## config.mk

```make
export PLATFORM = sky130hd
export DESIGN_NAME = branch_trace_encoder
export DESIGN_NICKNAME = d
export VERILOG_FILES = /design/src/rtl/bte_pkg.sv /design/src/rtl/bte_packer.sv /design/src/rtl/bte_loss.sv /design/src/rtl/bte_fifo.sv /design/src/rtl/branch_trace_encoder.sv
export SDC_FILE = /design/constraint.sdc
export NUM_CORES = 1
export LEC_CHECK = 0
export BUFFER_PORTS_ARGS = -buffer_cell sky130_fd_sc_hd__buf_2
export CORE_UTILIZATION = 35
export CTS_CLUSTER_SIZE = 40
export DETAILED_ROUTE_END_ITERATION = 12
export PLACE_DENSITY_LB_ADDON = 0.3
export SLEW_MARGIN = 10
export SYNTH_ARGS = -nofsm -noshare
export SYNTH_HDL_FRONTEND = slang
export SYNTH_HIERARCHICAL = 1
export SYNTH_SLANG_ARGS = --single-unit
```

## constraint.sdc

```tcl
create_clock -name clk -period 4.45 [get_ports clk]
set_input_delay 0.2225 -clock clk [delete_from_list [all_inputs] [get_ports clk]]
set_output_delay 0.2225 -clock clk [all_outputs]
set_load 0.005 [all_outputs]
```

## src/rtl/bte_pkg.sv

```systemverilog
package bte_pkg;
  localparam int unsigned MAP_W  = 16;
  localparam int unsigned ADDR_W = 32;
  localparam int unsigned IDX_W  = $clog2(MAP_W);
  localparam int unsigned CNT_W  = $clog2(MAP_W + 1);

  typedef enum logic [2:0] {
    HDR_MAP  = 3'b001,
    HDR_IND  = 3'b010,
    HDR_TRAP = 3'b011,
    HDR_OVF  = 3'b100
  } hdr_e;

  typedef struct packed {
    hdr_e              hdr;
    logic [CNT_W-1:0]  cnt;
    logic [MAP_W-1:0]  map;
    logic [ADDR_W-1:0] addr;
  } msg_t;

  localparam int unsigned MSG_W = $bits(msg_t);
endpackage

```

## src/rtl/bte_packer.sv

```systemverilog
module bte_packer
  import bte_pkg::*;
(
  input  logic              clk,
  input  logic              rst,
  input  logic              br_valid,
  input  logic              br_taken,
  input  logic              ind_valid,
  input  logic              trap_valid,
  input  logic [ADDR_W-1:0] evt_addr,
  output logic              gen_valid,
  output msg_t              gen_msg
);
  logic [CNT_W-1:0] cnt_q, cnt_d;
  logic [MAP_W-1:0] map_q, map_d, map_ins;

  always_comb begin
    map_ins = map_q;
    map_ins[cnt_q[IDX_W-1:0]] = br_taken;
    gen_valid = 1'b0;
    gen_msg   = '0;
    cnt_d     = cnt_q;
    map_d     = map_q;
    if (trap_valid || ind_valid) begin
      gen_valid    = 1'b1;
      gen_msg.hdr  = trap_valid ? HDR_TRAP : HDR_IND;
      gen_msg.cnt  = cnt_q;
      gen_msg.map  = map_q;
      gen_msg.addr = evt_addr;
      cnt_d        = '0;
      map_d        = '0;
    end else if (br_valid) begin
      if (cnt_q == CNT_W'(MAP_W - 1)) begin
        gen_valid   = 1'b1;
        gen_msg.hdr = HDR_MAP;
        gen_msg.cnt = CNT_W'(MAP_W);
        gen_msg.map = map_ins;
        cnt_d       = '0;
        map_d       = '0;
      end else begin
        cnt_d = cnt_q + 1'b1;
        map_d = map_ins;
      end
    end
  end

  always_ff @(posedge clk) begin
    if (rst) begin
      cnt_q <= '0;
      map_q <= '0;
    end else begin
      cnt_q <= cnt_d;
      map_q <= map_d;
    end
  end


  addr_clears_chk: assert property (@(posedge clk) disable iff (rst)
    (ind_valid || trap_valid) |=> (cnt_q == '0 && map_q == '0));


  cnt_bound_chk: assert property (@(posedge clk) disable iff (rst)
    cnt_q <= CNT_W'(MAP_W - 1));


  quiet_below_full_chk: assert property (@(posedge clk) disable iff (rst)
    (!ind_valid && !trap_valid && cnt_q != CNT_W'(MAP_W - 1)) |-> !gen_valid);
endmodule

```

## src/rtl/bte_loss.sv

```systemverilog
module bte_loss
  import bte_pkg::*;
(
  input  logic clk,
  input  logic rst,
  input  logic gen_valid,
  input  msg_t gen_msg,
  input  logic fifo_full,
  output logic push,
  output msg_t push_msg
);
  logic             lost_q;
  logic [CNT_W-1:0] drops_q;
  logic             ovf_go, take, drop;
  msg_t             ovf_msg;

  always_comb begin
    ovf_go      = lost_q && !fifo_full;
    take        = gen_valid && !fifo_full && !lost_q;
    drop        = gen_valid && !take;
    ovf_msg     = '0;
    ovf_msg.hdr = HDR_OVF;
    ovf_msg.cnt = drops_q;
    push        = ovf_go || take;
    push_msg    = ovf_go ? ovf_msg : gen_msg;
  end

  always_ff @(posedge clk) begin
    if (rst) begin
      lost_q  <= 1'b0;
      drops_q <= '0;
    end else if (ovf_go) begin
      lost_q  <= drop;
      drops_q <= drop ? CNT_W'(1) : '0;
    end else if (drop) begin
      lost_q <= 1'b1;
      if (drops_q != '1) drops_q <= drops_q + 1'b1;
    end
  end


  full_marks_loss_chk: assert property (@(posedge clk) disable iff (rst)
    (gen_valid && fifo_full) |=> lost_q);


  no_push_full_chk: assert property (@(posedge clk) disable iff (rst)
    push |-> !fifo_full);
endmodule

```

## src/rtl/bte_fifo.sv

```systemverilog
module bte_fifo #(
  parameter int unsigned W     = 8,
  parameter int unsigned DEPTH = 4
) (
  input  logic         clk,
  input  logic         rst,
  input  logic         push,
  input  logic [W-1:0] push_data,
  input  logic         pop,
  output logic         full,
  output logic         empty,
  output logic [W-1:0] head
);
  localparam int unsigned PW    = (DEPTH > 1) ? $clog2(DEPTH) : 1;
  localparam int unsigned OCC_W = $clog2(DEPTH + 1);

  logic [W-1:0]     mem [DEPTH];
  logic [PW-1:0]    wr_q, rd_q;
  logic [OCC_W-1:0] occ_q;

  assign full  = (occ_q == OCC_W'(DEPTH));
  assign empty = (occ_q == '0);
  assign head  = mem[rd_q];

  always_ff @(posedge clk) begin
    if (push) mem[wr_q] <= push_data;
  end

  always_ff @(posedge clk) begin
    if (rst) begin
      wr_q  <= '0;
      rd_q  <= '0;
      occ_q <= '0;
    end else begin
      if (push) wr_q <= (wr_q == PW'(DEPTH - 1)) ? '0 : wr_q + 1'b1;
      if (pop)  rd_q <= (rd_q == PW'(DEPTH - 1)) ? '0 : rd_q + 1'b1;
      case ({push, pop})
        2'b10:   occ_q <= occ_q + 1'b1;
        2'b01:   occ_q <= occ_q - 1'b1;
        default: occ_q <= occ_q;
      endcase
    end
  end


  no_underflow_chk: assert property (@(posedge clk) disable iff (rst)
    pop |-> !empty);


  occ_idle_chk: assert property (@(posedge clk) disable iff (rst)
    (!push && !pop) |=> $stable(occ_q));
endmodule

```

## src/rtl/branch_trace_encoder.sv

```systemverilog
module branch_trace_encoder
  import bte_pkg::*;
#(
  parameter int unsigned FIFO_DEPTH = 4
) (
  input  logic              clk,
  input  logic              rst,
  input  logic              br_valid,
  input  logic              br_taken,
  input  logic              ind_valid,
  input  logic              trap_valid,
  input  logic [ADDR_W-1:0] evt_addr,
  output logic              msg_valid,
  input  logic              msg_ready,
  output logic [MSG_W-1:0]  msg_data
);
  logic gen_valid, push, full, empty, pop;
  msg_t gen_msg, push_msg;

  bte_packer u_packer (
    .clk(clk), .rst(rst), .br_valid(br_valid), .br_taken(br_taken),
    .ind_valid(ind_valid), .trap_valid(trap_valid), .evt_addr(evt_addr),
    .gen_valid(gen_valid), .gen_msg(gen_msg)
  );

  bte_loss u_loss (
    .clk(clk), .rst(rst), .gen_valid(gen_valid), .gen_msg(gen_msg),
    .fifo_full(full), .push(push), .push_msg(push_msg)
  );

  bte_fifo #(.W(MSG_W), .DEPTH(FIFO_DEPTH)) u_fifo (
    .clk(clk), .rst(rst), .push(push), .push_data(push_msg),
    .pop(pop), .full(full), .empty(empty), .head(msg_data)
  );

  assign msg_valid = !empty;
  assign pop       = msg_valid && msg_ready;


  hold_while_stalled_chk: assert property (@(posedge clk) disable iff (rst)
    (msg_valid && !msg_ready) |=> (msg_valid && $stable(msg_data)));

  // input rule: one event class per cycle
  single_event_chk: assert property (@(posedge clk) disable iff (rst)
    $onehot0({br_valid, ind_valid, trap_valid}));


  reset_idle_chk: assert property (@(posedge clk)
    rst |=> !msg_valid);
endmodule

```

[After elaboration in Yosys (flattened, before gate mapping)]
Memories as Yosys holds them, arrays and structs flattened. A register that Yosys moved wholly into a read port is not among the register bits.
Index checks and enable logic that the tools add are counted.
Storage, ports and cells
  flip-flop bits (word level): 34
  bits in writable memories: 224
  input bits: 39
  output and inout port bits: 57
  logic and storage cells: 68
  memories kept: 1
Cells by class
  add/subtract/negate cells: 6
  order comparisons: 2
  equality and inequality tests: 7
  mux-type cells: 27
  reduce and logical (&&, ||, !) cells: 18
Memory list
  u_fifo.mem: words 4, bits a word 56, read ports 1, clocked after Yosys merged registers in 1, wr ports 1, RTL line bte_fifo.sv:17  | logic [W-1:0] mem [DEPTH];
Operator list (count)
  56-bit 2-to-1 mux: 1
  24-bit 2-to-1 mux: 2
  32-bit 2-to-1 mux: 1
  22-bit 2-to-1 mux: 1
  5-bit 2-to-1 mux: 4
  16-bit bitwise mux: 1
  16-bit 2-to-1 mux: 1
  5-bit by 1-bit adder with 5-bit output, second input constant: 2
  1-bit 2-to-1 mux: 10
  2-bit 2-to-1 mux: 4
  2-bit equality test, second input constant: 3
  1-bit logical AND: 6
  3-bit case mux with 2 select lines: 1
  2-bit nonzero test: 3
  5-bit by 4-bit equality test with 1-bit output, second input constant: 1
  4-bit by 5-bit < comparator with 1-bit output, second input constant: 1
  5-bit != test, second input constant: 1
  2-bit by 1-bit adder with 2-bit output, second input constant: 2
  1-bit demux with 4-bit select: 1
  4-bit by 1-bit greater-or-equal comparator with 1-bit output, second input constant: 1
  1-bit logical NOT: 4
  3-bit by 1-bit adder with 3-bit output, second input constant: 1
  3-bit equality test, second input constant: 1
  3-bit logical NOT: 1
  other kinds (5): 6

[Logic depth before layout (Yosys ltp)]
  depth after elaboration: 10
  depth in mapped cells: 15
  mapped depth without buffers: 12

[Modules after synthesis]
Netlist, hierarchy kept.
By module, submodules not included
  bte_fifo: instances 1, cells each 340, area each 8563.2 um^2, sequential area each 6906.6 um^2
  bte_packer: instances 1, cells each 205, area each 1589.0 um^2, sequential area each 420.4 um^2
  bte_loss: instances 1, cells each 98, area each 768.2 um^2, sequential area each 120.1 um^2
  branch_trace_encoder: instances 1, cells each 2, area each 10.0 um^2, sequential area each 0.0 um^2

[Worst setup path after synthesis]
OpenSTA, ideal clock, no wires.
  kind: register -> register
  start point: register u_packer.cnt_q[0]
  end point: memory u_fifo/mem[0][0] in the netlist's numbering (enable)
  setup time: 419 ps
  arrival time: 2979 ps
  required time: 4031 ps
  path slack: 1051 ps
  cell stages (with the launch flop): 10
  buffers on the path: 3
  period minus slack after synthesis: 3399 ps
  path through: dfxtp_1 > ha_1 > and3_4 > buf_6 > a21o_4 > buf_6 > buf_4 > nor2_1 > nor2_1 > and2_1
On the way
  cells in the longest elaborated chain, start to end: 9
RTL lines
  start, declared: RTL line bte_packer.sv:14  | logic [CNT_W-1:0] cnt_q, cnt_d;
  start signal, assigned: RTL line bte_packer.sv:52  | cnt_q <= cnt_d;
  5-bit by 4-bit equality test with 1-bit output: RTL line bte_packer.sv:33  | if (cnt_q == CNT_W'(MAP_W - 1)) begin
  1-bit 2-to-1 mux: RTL line bte_packer.sv:33
  1-bit 2-to-1 mux: RTL line bte_packer.sv:32  | end else if (br_valid) begin
  1-bit 2-to-1 mux: RTL line bte_packer.sv:24  | if (trap_valid || ind_valid) begin
  named net gen_valid: RTL line branch_trace_encoder.sv:17  | logic gen_valid, push, full, empty, pop;
  1-bit logical AND (2 in a row): RTL line bte_loss.sv:19  | take = gen_valid && !fifo_full && !lost_q;
  1-bit logical OR: RTL line bte_loss.sv:24  | push = ovf_go || take;
  named net push: RTL line branch_trace_encoder.sv:17
  1-bit 2-to-1 mux: RTL line bte_fifo.sv:26  | if (push) mem[wr_q] <= push_data;
  1-bit 2-to-1 mux (implied by the code): RTL line bte_fifo.sv:26
  end, declared: RTL line bte_fifo.sv:17
The timed path passes the listed nets, and every way through them passes these cells.

[Worst setup path in the final report]
  start point: register u_packer.cnt_q[3]
  end point: register u_fifo.occ_q[2]
On the way
  cells in the longest elaborated chain, start to end: 9
  elaborated cells between the ends (all ways): 11
  classes of those cells: eq/ne (3); mux (4); reduce/logical (4)
RTL lines
  5-bit by 4-bit equality test with 1-bit output (*): RTL line bte_packer.sv:33
  1-bit 2-to-1 mux (*): RTL line bte_packer.sv:33
  1-bit 2-to-1 mux (*): RTL line bte_packer.sv:32
  1-bit 2-to-1 mux (*): RTL line bte_packer.sv:24
  named net gen_valid: RTL line branch_trace_encoder.sv:17
  1-bit logical AND (*) (2 in a row): RTL line bte_loss.sv:19
  1-bit logical OR (*): RTL line bte_loss.sv:24
  named net push: RTL line branch_trace_encoder.sv:17
  2-bit by 1-bit equality test with 1-bit output or 2-bit equality test (tied branches): RTL line bte_fifo.sv:37  | case ({push, pop})
  3-bit case mux with 2 select lines or 2-bit nonzero test (tied branches)
  end signal, assigned: RTL line bte_fifo.sv:38  | 2'b10: occ_q <= occ_q + 1'b1;
  end signal, assigned: RTL line bte_fifo.sv:39  | 2'b01: occ_q <= occ_q - 1'b1;
  end signal, assigned: RTL line bte_fifo.sv:40  | default: occ_q <= occ_q;
  end, declared: RTL line bte_fifo.sv:19  | logic [OCC_W-1:0] occ_q;
Mark *: on every way through the listed nets, which the timed path passes. The rest lies on a longest branch.
A chain may end at the register's enable or synchronous reset.

==> metrics.cfg <==
[status]
status=finished clean

[power_and_ir_drop]
pwr-share-comb_pct=21.1
p_int_mw=4.97
pwr-share-clk_pct=29.2
power.leakage_nw=4.23
p_sw_share_pct=26.0
worst_ir_drop_vdd_mv=0.316
p_sw_mw=1.75
p_seq_share_pct=49.7
power_density_nw_per_um2=538

[sta]
drv_slew=0
hold-worst-slack_ns=0.0463
final-hold-violation-count=0
finalCritPeriodShare_pct=70.5
max_slew_margin_pct=29.5
worst_pin_slew_ns=1.06
rsz0062_at_grt=no
max_freq_mhz=319
fin_crit_ns=3.14
setup_violations=0
setup_tns_ns=0
skew_ns=0.0171

[logic_synthesis]
ys_ff_latch=260
synth-edff-count=224
syn-cell-area_um2=10900
synth_flop_cell=edfxtp_1
synth_fp_nets=697
syn_inst=645
avgSynthCellArea_um2=16.9
synthArstFlopShare_pct=0
yosysSeqAreaShare_pct=68.1
synth_warnings=6
yosysUniqueCellTypes=51

[clocking]
clkLatencyLatePin_ns=0.52
cts.hold.buffers_added=0
cts_tree=built
clk_pin_slew_ns=0.06
cts-root-buf=clkbuf_16
cts_max_path_buffers=3
numCtsBuffers=27
cts_resized=0
numClockSinks=260
postCtsSetupRepairBufs=0
htreeDepth=1

[setup_path]
r2r_setup_slack_ns=1.31
endpoint_kind=register
crit_required_ns=4.89
crit_path_start_kind=register
regToRegStartpoint=u_packer/cnt_q[3]
critical_path_arrival_ns=3.57
r2r_cells=11
crit_start=u_packer/cnt_q[3]
critPathKind=register to register
cp_max_fo=26
regToRegEndpoint=u_fifo/occ_q[2]

[layout]
syn_to_final_growth_pct=14.3
seqCellArea_um2=7450
multiInputGateArea_um2=3150
drive_above_1_share_pct=28.9
nFillCells=2810
num-nets-final=789

[min_path]
hp-class=input pin to register
min_from=rst
whs_path_depth=2
holdPathEnd=u_fifo/occ_q[1]

[detailed_routing]
antenna_left=0
met2WireLength_mm=10.4
drt_iter0_drc=379
wl_met3_mm=1.05
via_per_inst=4.99
highest_layer=met4
route.detailed.drc=0
wl_met1_mm=9.85
drt-total-wl_mm=21.7
first_pass_iters=5
wl_per_cell_um=18.8
vias=5749

[die]
die_width_um=179
die_h_um=179
ios=96
core_area_um2=30700
start_util_pct=35.6
rows=64
die_area_um2=31900

[global_route]
antenna_found_initial=0
grt_use_total_pct=13.8
grt_pass1_vias=5700
grt.overflow.total=0
grt_pass1_wl_mm=33.2
grt_max_degree=59

[place]
gp_congestion=0.792
io_buffers=95
dp_hpwl_mm=13.4

[run]
maxCapViolCount=0

==> Yosys cell counts (4+ instances only) <==
master,count,area (um^2)
edfxtp_1,224,6730
and2_1,92,576
mux4_2,56,1260
dfxtp_1,36,721
nor2_1,21,78.8
a21oi_1,19,95.1
inv_1,16,60.1
buf_2,15,75.1
nand4_1,15,93.8
nand2_1,13,48.8
ha_1,12,150
clkbuf_1,10,37.5
a32oi_1,9,78.8
and2_4,9,78.8
o21ai_0,9,45.0
and3_1,6,37.5
nand3_1,6,30.0
nand3b_1,6,45.0
buf_6,5,56.3
mux2_4,5,75.1
mux2i_1,5,50.1
a31oi_1,4,25.0
buf_12,4,80.1
buf_4,4,30.0
nor2b_1,4,25.0
xor2_1,4,35.0
==> power by group through the flow <==
stage | clock (mW) | combinational [mW] | sequential (mW)
floorplan | 0 | 0.990 | 3.29
global placement | 0 | 1.47 | 3.39
detailed placement | 0 | 1.47 | 3.41
CTS | 2.02 | 1.47 | 3.36
global route | 2.12 | 1.57 | 3.40
finish | 1.96 | 1.42 | 3.34
==> cells by family (layout without fill, tap and decap cells) <==
| group | after synthesis | after routing | synth area share [%] |
|---|---|---|---|
| AND/OR/NAND/NOR | 189 | 189 | 10.6 |
| adder cells (fa/ha/maj) | 13 | 13 | 1.56 |
| flip-flops | 260 | 260 | 68.1 |
| multiplexers | 66 | 66 | 12.7 |
| buffers and inverters | 55 | 165 | 3.14 |
| other | 1 | 2 | 0.0343 |
| AO/OA/AOI/OAI | 56 | 56 | 3.41 |
| XOR/XNOR | 5 | 5 | 0.401 |
==> worst max-delay path: stages (launching register included) <==
cell     delay [ns]
dfxtp_1        0.78
nor2b_1        0.50
a21o_4         0.31
nor2_1         0.06
nor2_1         0.28
inv_1          0.10
ha_1           0.24
inv_1          0.07
fa_1           0.17
xor2_1         0.08
or3_1          0.30
a21oi_1        0.13
==> layout make-up <==
class | instances | share of cell area, %
Sequential cell | 260 | 59.6
Multi-Input combinational cell | 330 | 25.2
Clock buffer | 39 | 5.77
Timing Repair Buffer | 102 | 4.63
Tap cell | 396 | 3.96
Inverter | 16 | 0.481
Clock inverter | 8 | 0.350
Antenna cell | 1 | 0.0200
==> layout by cell type (no fill, tap or decap), types with 3 or more instances in the layout <==
master     Yosys  layout
mux4_2        56      56
and2_2         0       4
a32o_1         3       3
edfxtp_1     224     224
nand3b_1       6       6
buf_4          4       3
xor2_1         4       4
inv_1         16      16
nand3_1        6       6
dfxtp_1       36      34
and2_1        92      88
buf_12         4       4
clkinv_1       0       4
or3b_2         3       3
nand2_1       13      13
nand4_1       15      15
and2_4         9       9
o22ai_1        3       3
clkbuf_1      10      12
mux2_4         5       5
a31oi_1        4       4
nor2b_1        4       4
a21oi_1       19      19
nor2_1        21      21
clkbuf_16      0      27
and3_1         6       6
buf_2         15      95
ha_1          12      12
o21ai_0        9       9
a32oi_1        9       9
or3_1          3       3
mux2i_1        5       5
==> sequential cells by signal, indices dropped and copies added (netlist names), named ones only <==
signal          flops
u_fifo/mem        224
u_fifo/occ_q        3
u_fifo/rd_q         2
u_fifo/wr_q         2
u_loss/drops_q      5
u_loss/lost_q       1
u_packer/cnt_q      5
u_packer/map_q     16
==> metrics by stage <==
step                cells  setup WS [ns]  utilization (%)  instance area, um^2  total power [mW]
CTS                  1151           1.37             40.7                12500              6.85
floorplan             645           1.05                -                10900              4.28
detailed placement   1104           1.40             38.3                11700              4.88
global placement     1104           1.44             38.3                11700              4.86
global route         1151           1.02             40.7                12500              7.09
finish               1152           1.31             40.8                12500              6.72
==> layer usage <==
| layer | global-route usage, % | vias up |
|---|---|---|
| li1 | - | 2667 |
| met1 | 19.3 | 2903 |
| met2 | 22.5 | 147 |
| met3 | 1.91 | 32 |
| met4 | 3.39 | 0 |
| met5 | 0 | - |
==> worst max-delay path by stage <==
stage | to | slack, ns | cells past startpoint
floorplan | u_fifo/mem[0][0] | 1.05 | 9
global placement | u_fifo/occ_q[2] | 1.44 | 11
detailed placement | u_fifo/occ_q[2] | 1.40 | 11
CTS | u_fifo/occ_q[2] | 1.37 | 11
global route | u_fifo/occ_q[2] | 1.02 | 11
finish | u_fifo/occ_q[2] | 1.31 | 11
Note: power is estimated with default switching activity, not from simulation.
